<file path="config.mk">
export PLATFORM = sky130hd
export DESIGN_NAME = can_cmdirq_regs
export DESIGN_NICKNAME = d
export VERILOG_FILES = /design/src/rtl/canreg_pkg.sv /design/src/rtl/canreg_cmdexec.sv /design/src/rtl/canreg_capture.sv /design/src/rtl/canreg_irq.sv /design/src/rtl/can_cmdirq_regs.sv
export SDC_FILE = /design/constraint.sdc
export NUM_CORES = 1
export LEC_CHECK = 0
export BUFFER_PORTS_ARGS = -buffer_cell sky130_fd_sc_hd__buf_2
export CAP_MARGIN = 0
export CORE_ASPECT_RATIO = 0.8
export CORE_MARGIN = 2
export CORE_UTILIZATION = 47
export DETAILED_ROUTE_END_ITERATION = 7
export GPL_ROUTABILITY_DRIVEN = 0
export PLACE_DENSITY = 0.76
export SYNTH_ARGS = -nofsm -noshare
export SYNTH_HDL_FRONTEND = slang
export SYNTH_HIERARCHICAL = 1
export SYNTH_SLANG_ARGS = --single-unit
</file>
<file path="constraint.sdc">
create_clock -name clk -period 1.4 [get_ports clk]
set_input_delay 0.07 -clock clk [delete_from_list [all_inputs] [get_ports clk]]
set_output_delay 0.07 -clock clk [all_outputs]
set_load 0.03 [all_outputs]
</file>
<file path="src/rtl/canreg_pkg.sv">
package canreg_pkg;

  localparam int REG_W  = 8;
  localparam int ADDR_W = 3;

  typedef enum logic [ADDR_W-1:0] {
    A_MODE = 3'd0,
    A_CMD  = 3'd1,
    A_STAT = 3'd2,
    A_INT  = 3'd3,
    A_IEN  = 3'd4,
    A_ALC  = 3'd5,
    A_ECC  = 3'd6
  } reg_addr_e;

  // interrupt bit positions
  localparam int INT_RX = 0;
  localparam int INT_TX = 1;
  localparam int INT_EW = 2;
  localparam int INT_EP = 5;
  localparam int INT_AL = 6;
  localparam int INT_BE = 7;
  localparam int IEN_PRESC = 4;

  localparam logic [REG_W-1:0] INT_IMPL_MASK = 8'hE7;
  localparam logic [REG_W-1:0] INT_READ_CLR  = 8'hE6;

  typedef struct packed {
    logic self_rx;
    logic clr_ovr;
    logic rel_rx;
    logic abort;
    logic tx;
  } cmd_t;

  function automatic cmd_t decode_cmd(input logic [REG_W-1:0] w);
    cmd_t c;
    c.tx      = w[0];
    c.abort   = w[1];
    c.rel_rx  = w[2];
    c.clr_ovr = w[3];
    c.self_rx = w[4];
    return c;
  endfunction

  function automatic logic flag_next(input logic q, input logic set, input logic clr);
    return (q & ~clr) | set;
  endfunction

  function automatic logic irq_reduce(input logic [REG_W-1:0] flags,
                                      input logic [REG_W-1:0] en);
    return |(flags & en & INT_IMPL_MASK);
  endfunction

endpackage

</file>
<file path="src/rtl/canreg_cmdexec.sv">
module canreg_cmdexec
  import canreg_pkg::*;
(
  input  logic clk,
  input  logic rst_n,
  input  logic reset_mode,
  input  logic cmd_wr,
  input  cmd_t cmd,
  input  logic tx_on_bus,
  input  logic ev_tx_ok,
  input  logic ev_tx_err,
  input  logic ev_overrun,
  output logic tx_req_o,
  output logic tx_single_o,
  output logic tx_self_o,
  output logic tbs_o,
  output logic tcs_o,
  output logic dos_o,
  output logic rx_release_o,
  output logic tx_irq_set_o
);

  logic req_cmd, accept_req, abort_only, abort_cancel, ok_finish, fail_finish;

  assign tbs_o        = ~tx_req_o;
  assign req_cmd      = cmd_wr & (cmd.tx | cmd.self_rx);
  assign accept_req   = req_cmd & ~reset_mode & tbs_o;
  assign abort_only   = cmd_wr & cmd.abort & ~(cmd.tx | cmd.self_rx);
  assign abort_cancel = abort_only & tx_req_o & ~tx_on_bus;
  assign ok_finish    = tx_req_o & ev_tx_ok;
  assign fail_finish  = tx_req_o & ev_tx_err & tx_single_o;
  assign tx_irq_set_o = ok_finish | fail_finish | abort_cancel;

  always_ff @(posedge clk or negedge rst_n) begin
    if (!rst_n) begin
      tx_req_o    <= 1'b0;
      tx_single_o <= 1'b0;
      tx_self_o   <= 1'b0;
      tcs_o       <= 1'b0;
    end else if (accept_req) begin
      tx_req_o    <= 1'b1;
      tx_single_o <= cmd.abort;
      tx_self_o   <= cmd.self_rx;
      tcs_o       <= 1'b0;
    end else if (ok_finish) begin
      tx_req_o <= 1'b0;
      tcs_o    <= 1'b1;
    end else if (fail_finish) begin
      tx_req_o <= 1'b0;
      tcs_o    <= 1'b0;
    end else if (abort_cancel) begin
      tx_req_o <= 1'b0;
      tcs_o    <= 1'b1;
    end
  end

  always_ff @(posedge clk or negedge rst_n) begin
    if (!rst_n) begin
      dos_o        <= 1'b0;
      rx_release_o <= 1'b0;
    end else begin
      dos_o        <= flag_next(dos_o, ev_overrun, cmd_wr & cmd.clr_ovr);
      rx_release_o <= cmd_wr & cmd.rel_rx;
    end
  end


  retry_hold_chk: assert property (@(posedge clk) disable iff (!rst_n)
    tx_req_o && ev_tx_err && !tx_single_o && !ev_tx_ok && !abort_cancel |=> tx_req_o);


  onbus_abort_chk: assert property (@(posedge clk) disable iff (!rst_n)
    abort_only && tx_req_o && tx_on_bus && !ev_tx_ok && !ev_tx_err |=> tx_req_o);


  locked_ignore_chk: assert property (@(posedge clk) disable iff (!rst_n)
    req_cmd && tx_req_o |=> $stable(tx_single_o) && $stable(tx_self_o));


  release_pulse_chk: assert property (@(posedge clk) disable iff (!rst_n)
    rx_release_o |=> !rx_release_o || $past(cmd_wr && cmd.rel_rx));

endmodule

</file>
<file path="src/rtl/canreg_capture.sv">
module canreg_capture #(
  parameter int W = 5
) (
  input  logic         clk,
  input  logic         rst_n,
  input  logic         ev,
  input  logic [W-1:0] ev_val,
  input  logic         rd_ack,
  output logic [W-1:0] value_o,
  output logic         armed_o,
  output logic         captured_o
);

  assign captured_o = ev & armed_o;

  always_ff @(posedge clk or negedge rst_n) begin
    if (!rst_n) begin
      value_o <= '0;
      armed_o <= 1'b1;
    end else begin
      if (captured_o) begin
        value_o <= ev_val;
        armed_o <= 1'b0;
      end
      if (rd_ack) armed_o <= 1'b1;
    end
  end


  hold_disarmed_chk: assert property (@(posedge clk) disable iff (!rst_n)
    !armed_o && !rd_ack |=> $stable(value_o) && !armed_o);

endmodule

</file>
<file path="src/rtl/canreg_irq.sv">
module canreg_irq
  import canreg_pkg::*;
(
  input  logic             clk,
  input  logic             rst_n,
  input  logic             reset_mode,
  input  logic             ien_wr,
  input  logic [REG_W-1:0] ien_wdata,
  input  logic             int_rd,
  input  logic [REG_W-1:0] set_i,
  input  logic             rx_pending,
  output logic [REG_W-1:0] flags_o,
  output logic [REG_W-1:0] ien_o,
  output logic             presc_x2_o,
  output logic             irq_o
);

  logic [REG_W-1:0] flag_q;

  for (genvar b = 0; b < REG_W; b++) begin : g_flag
    if (b != INT_RX && INT_IMPL_MASK[b]) begin : g_live
      logic q;
      always_ff @(posedge clk or negedge rst_n) begin
        if (!rst_n) q <= 1'b0;
        else        q <= flag_next(q, set_i[b], int_rd & INT_READ_CLR[b]);
      end
      assign flag_q[b] = q;
    end else begin : g_tied
      assign flag_q[b] = 1'b0;
    end
  end

  always_ff @(posedge clk or negedge rst_n) begin
    if (!rst_n)                   ien_o <= '0;
    else if (ien_wr && reset_mode) ien_o <= ien_wdata;
  end

  assign flags_o    = flag_q | {{(REG_W-1){1'b0}}, rx_pending};
  assign presc_x2_o = ien_o[IEN_PRESC];
  assign irq_o      = irq_reduce(flags_o, ien_o);


  rd_clear_chk: assert property (@(posedge clk) disable iff (!rst_n)
    int_rd && (set_i == '0) |=> (flag_q & INT_READ_CLR) == '0);


  ien_lock_chk: assert property (@(posedge clk) disable iff (!rst_n)
    ien_wr && !reset_mode |=> $stable(ien_o));


  irq_mask_chk: assert property (@(posedge clk) disable iff (!rst_n)
    (ien_o & INT_IMPL_MASK) == '0 |-> !irq_o);

endmodule

</file>
<file path="src/rtl/can_cmdirq_regs.sv">
module can_cmdirq_regs
  import canreg_pkg::*;
#(
  parameter int ALC_W = 5,
  parameter int ECC_W = 8
) (
  input  logic              clk,
  input  logic              rst_n,
  input  logic              host_sel,
  input  logic              host_wr,
  input  logic [ADDR_W-1:0] host_addr,
  input  logic [REG_W-1:0]  host_wdata,
  output logic [REG_W-1:0]  host_rdata,
  input  logic              rx_pending,
  input  logic              rx_on_bus,
  input  logic              tx_on_bus,
  input  logic              ev_tx_ok,
  input  logic              ev_tx_err,
  input  logic              ev_overrun,
  input  logic              err_status,
  input  logic              bus_off,
  input  logic              ev_err_passive,
  input  logic              ev_arb_lost,
  input  logic [ALC_W-1:0]  arb_pos,
  input  logic              ev_bus_err,
  input  logic [ECC_W-1:0]  err_code,
  output logic              tx_req,
  output logic              tx_single,
  output logic              tx_self,
  output logic              rx_release,
  output logic              presc_x2,
  output logic              irq
);

  logic wr_hit, rd_hit;
  logic cmd_wr, mode_wr, ien_wr, int_rd, alc_rd, ecc_rd;
  logic reset_mode_q, es_prev, bo_prev, bo_rise, ew_change;
  logic tbs, tcs, dos, tx_irq_set;
  logic al_cap, be_cap, al_armed, be_armed;
  logic [ALC_W-1:0] alc_val;
  logic [ECC_W-1:0] ecc_val;
  logic [REG_W-1:0] set_vec, flags, ien, status;
  cmd_t cmd;

  assign wr_hit  = host_sel & host_wr;
  assign rd_hit  = host_sel & ~host_wr;
  assign cmd_wr  = wr_hit & (host_addr == A_CMD);
  assign mode_wr = wr_hit & (host_addr == A_MODE);
  assign ien_wr  = wr_hit & (host_addr == A_IEN);
  assign int_rd  = rd_hit & (host_addr == A_INT);
  assign alc_rd  = rd_hit & (host_addr == A_ALC);
  assign ecc_rd  = rd_hit & (host_addr == A_ECC);
  assign cmd     = decode_cmd(host_wdata);

  assign bo_rise   = bus_off & ~bo_prev;
  assign ew_change = (err_status != es_prev) | (bus_off != bo_prev);

  always_ff @(posedge clk or negedge rst_n) begin
    if (!rst_n) begin
      reset_mode_q <= 1'b1;
      es_prev      <= 1'b0;
      bo_prev      <= 1'b0;
    end else begin
      es_prev <= err_status;
      bo_prev <= bus_off;
      if (bo_rise)      reset_mode_q <= 1'b1;
      else if (mode_wr) reset_mode_q <= host_wdata[0];
    end
  end

  canreg_cmdexec u_cmd (
    .clk(clk), .rst_n(rst_n), .reset_mode(reset_mode_q),
    .cmd_wr(cmd_wr), .cmd(cmd), .tx_on_bus(tx_on_bus),
    .ev_tx_ok(ev_tx_ok), .ev_tx_err(ev_tx_err), .ev_overrun(ev_overrun),
    .tx_req_o(tx_req), .tx_single_o(tx_single), .tx_self_o(tx_self),
    .tbs_o(tbs), .tcs_o(tcs), .dos_o(dos), .rx_release_o(rx_release),
    .tx_irq_set_o(tx_irq_set)
  );

  canreg_capture #(.W(ALC_W)) u_alc (
    .clk(clk), .rst_n(rst_n), .ev(ev_arb_lost), .ev_val(arb_pos),
    .rd_ack(alc_rd), .value_o(alc_val), .armed_o(al_armed), .captured_o(al_cap)
  );

  canreg_capture #(.W(ECC_W)) u_ecc (
    .clk(clk), .rst_n(rst_n), .ev(ev_bus_err), .ev_val(err_code),
    .rd_ack(ecc_rd), .value_o(ecc_val), .armed_o(be_armed), .captured_o(be_cap)
  );

  always_comb begin
    set_vec         = '0;
    set_vec[INT_TX] = tx_irq_set;
    set_vec[INT_EW] = ew_change;
    set_vec[INT_EP] = ev_err_passive;
    set_vec[INT_AL] = al_cap;
    set_vec[INT_BE] = be_cap;
  end

  canreg_irq u_irq (
    .clk(clk), .rst_n(rst_n), .reset_mode(reset_mode_q),
    .ien_wr(ien_wr), .ien_wdata(host_wdata), .int_rd(int_rd),
    .set_i(set_vec), .rx_pending(rx_pending), .flags_o(flags),
    .ien_o(ien), .presc_x2_o(presc_x2), .irq_o(irq)
  );

  assign status = {bus_off, err_status, tx_on_bus, rx_on_bus, tcs, tbs, dos, rx_pending};

  always_comb begin
    case (host_addr)
      A_MODE:  host_rdata = {{(REG_W-1){1'b0}}, reset_mode_q};
      A_STAT:  host_rdata = status;
      A_INT:   host_rdata = flags;
      A_IEN:   host_rdata = ien;
      A_ALC:   host_rdata = REG_W'(alc_val);
      A_ECC:   host_rdata = REG_W'(ecc_val);
      default: host_rdata = '0;
    endcase
  end


  busoff_reset_chk: assert property (@(posedge clk) disable iff (!rst_n)
    bo_rise |=> reset_mode_q);


  reset_mode_no_tx_chk: assert property (@(posedge clk) disable iff (!rst_n)
    reset_mode_q && !tx_req |=> !tx_req);

endmodule

</file>
==> summary.txt <==
Worst hold path
  – Critical hold path startpoint: host_wdata[6]
  – Hold Path Depth: 2
  – Worst hold path class: primary input to flip-flop
  – Hold EP: u_irq/ien_o[6]

Flow run
  – Max capacitance violation total: 0

Timing
  – Tcrit/Tclk final: 110%
  – Final worst setup slack: -0.139 ns
  – Minimum clock period: 1.54 ns
  – F_max: 0.650 GHz
  – Final Max Tran Viols: 0
  – Final Hold Slack: 0.00816 ns
  – Final hold vios: 0
  – RSZ-0062 raised after global routing: true
  – Skew final: 0.00925 ns
  – Final setup vio count: 7

Finish
  – Fill cells: 303
  – Register cell area after layout: 930 um2
  – Layout Nets: 276
  – Synth-to-Final Area Change: 31.7%
  – Ratio of cells with drive above 1 in the final layout: 47.7%
  – Area occupied by multi-input gates: 937 um2
  – Commonest cells after routing, fill and taps aside: buf_2 (47), dfrtp_1 (34), mux2_2 (17)
  – Commonest non-fill, non-tap cell in the layout: buf_2
  – Utilization after layout: 66.0%
  – Diode count: 0

Global route
  – Vias in the first global route: 1,535
  – GRT Total Usage: 20.4%
  – Pin count of the biggest net entering global routing: 21
  – First-pass GRT wire length: 7170 um
  – Number of antenna violations at the first check in global routing: 0
  – Grt ovf: 0

Critical path
  – R2r endpoint: u_cmd/tx_self_o
  – Critical Path, Cell by Cell: nor3b_2 > a21oi_2 > o221ai_2 > buf_6
  – Largest stage delay on the critical path: 0.53 ns
  – Startpoint type of the worst setup path: flip-flop
  – Critical Path Sink Type: output port
  – Delay-heaviest family, CP: flip-flops
  – Crit Path Max Fanout: 2
  – Req. time, crit path: 1.33 ns
  – RR Startpoint: u_cmd/tx_req_o
  – Crit path DAT: 1.47 ns
  – Reg2Reg Depth: 4
  – Crit path kind: flip-flop to output port
  – Reg2reg setup slack: -0.09 ns
  – CP bufs+invs: 1
  – Crit-path slowest cell: dfstp_2

Drt
  – Drt first pass iters: 4
  – Antenna-violating nets left: 0
  – Post-Route WL: 4480 um
  – Routed WL per cell: 15.3 um
  – DR vias/cell: 5.26
  – DRC: 0
  – DRT iter0 DRCs: 76
  – Vias: 1,536

Die
  – DIE HEIGHT: 61.7 um
  – Die area: 4700 um2
  – # rows: 20
  – DIE WIDTH: 76.1 um
  – I/O Pins: 53
  – Core Region: 3900 um2
  – Initial Utilization: 50.1%

Pwr
  – Sw power: 0.894 mW
  – Switching part of the total: 29.8%
  – Comb power frac: 26.2%
  – Clk pwr share: 26.1%
  – Peak VDD IR: 0.620 mV
  – Leak Pwr: 1.29 nW
  – PwrDens: 1160 nW/um2
  – Internal power: 2.10 mW
  – Reg power frac: 47.7%

Place
  – Post-DP HPWL: 3250 um
  – Buffers on Ports: 52

Status
  – Status: finished with violations
  – Failing checks: setup timing

Logic synthesis
  – Synth warn: 6
  – Mapped Area: 1960 um2
  – Cells after Synth: 165
  – Syn_area_per_cell: 11.9 um2

Clock tree
  – Clk Latency, worst-skew pair: 0.29 ns
  – Clk slew on worst S/H paths: 0.08 ns
  – TritonCTS clock tree: done
  – Num CTS Buffers: 5
  – Clock sinks: 37
  – Max Buffers Root-to-Sink: 2
  – Root Buffer: clkbuf_8
  – CTS HTree Levels: 2
==> power by group through the flow <==
stage	Clock [mW]	Combinational, mW	Sequential (mW)
2_1_floorplan	0	0.531	1.41
3_3_place_gp	0	0.685	1.44
3_5_place_dp	0	0.703	1.45
4_1_cts	0.800	0.770	1.43
5_1_grt	0.846	0.847	1.45
6_report	0.784	0.786	1.43
==> what timing repair did <==
item                                    CTS  global route
pin swaps                                 5             3
setup buffers                             3             1
resized for setup                        15             0
endpoints found under the setup margin    5             7
endpoints found under the hold margin    25             0
hold buffers                             11             0
gates cloned                              0             0
==> through the flow <==
step | setup slack, ns | std cells | cell area, um2 | power (mW) | setup TNS, ns
floorplan | -0.179 | 166 | 2000 | 1.95 | -0.357
global placement | -0.0983 | 269 | 2290 | 2.12 | -0.196
detailed placement | -0.115 | 269 | 2290 | 2.15 | -0.228
CTS | -0.122 | 291 | 2570 | 3.00 | -0.453
global route | -0.184 | 292 | 2580 | 3.15 | -0.741
finish | -0.139 | 292 | 2580 | 3.00 | -0.475
==> final cells by class <==
cell class | count | share of cell area, %
multi-input cells | 108 | 36.4
flip-flops and latches | 37 | 36.1
repair buffers | 76 | 20.0
clock buffers | 6 | 3.20
well taps | 55 | 2.67
inverters | 8 | 1.17
clock inverters | 2 | 0.534
==> layer usage <==
| metal | global-route usage, % | routed length, um |
|---|---|---|
| met5 | 0 | 0 |
| met4 | 7.79 | 61 |
| met3 | 4.34 | 214 |
| met2 | 37.0 | 2160 |
| met1 | 25.0 | 2040 |
==> state kept, by name, indices dropped and copies added (netlist names) <==
register / count
u_cmd/rx_release_o: 1
u_alc/value_o: 5
reset_mode_q: 1
u_cmd/tx_req_o: 1
u_cmd/tx_self_o: 1
u_cmd/tcs_o: 1
u_irq/ien_o: 8
u_alc/armed_o: 1
u_ecc/armed_o: 1
u_irq/g_flag.g_live.q: 5
u_cmd/tx_single_o: 1
bo_prev: 1
u_cmd/dos_o: 1
es_prev: 1
u_ecc/value_o: 8
==> worst max path at each step <==
stage | cells past startpoint | to | from | slack, ns
after CTS | 4 | host_rdata[0] | reset_mode_q | -0.12
after global routing | 6 | host_rdata[2] | u_cmd/tx_req_o | -0.18
final | 4 | host_rdata[0] | reset_mode_q | -0.14
after detailed placement | 5 | u_cmd/tx_single_o | host_addr[2] | -0.12
after floorplan | 7 | u_cmd/tx_self_o | host_addr[0] | -0.18
after global placement | 5 | u_cmd/tx_single_o | host_addr[2] | -0.1
(Power assumes the default switching activity.)
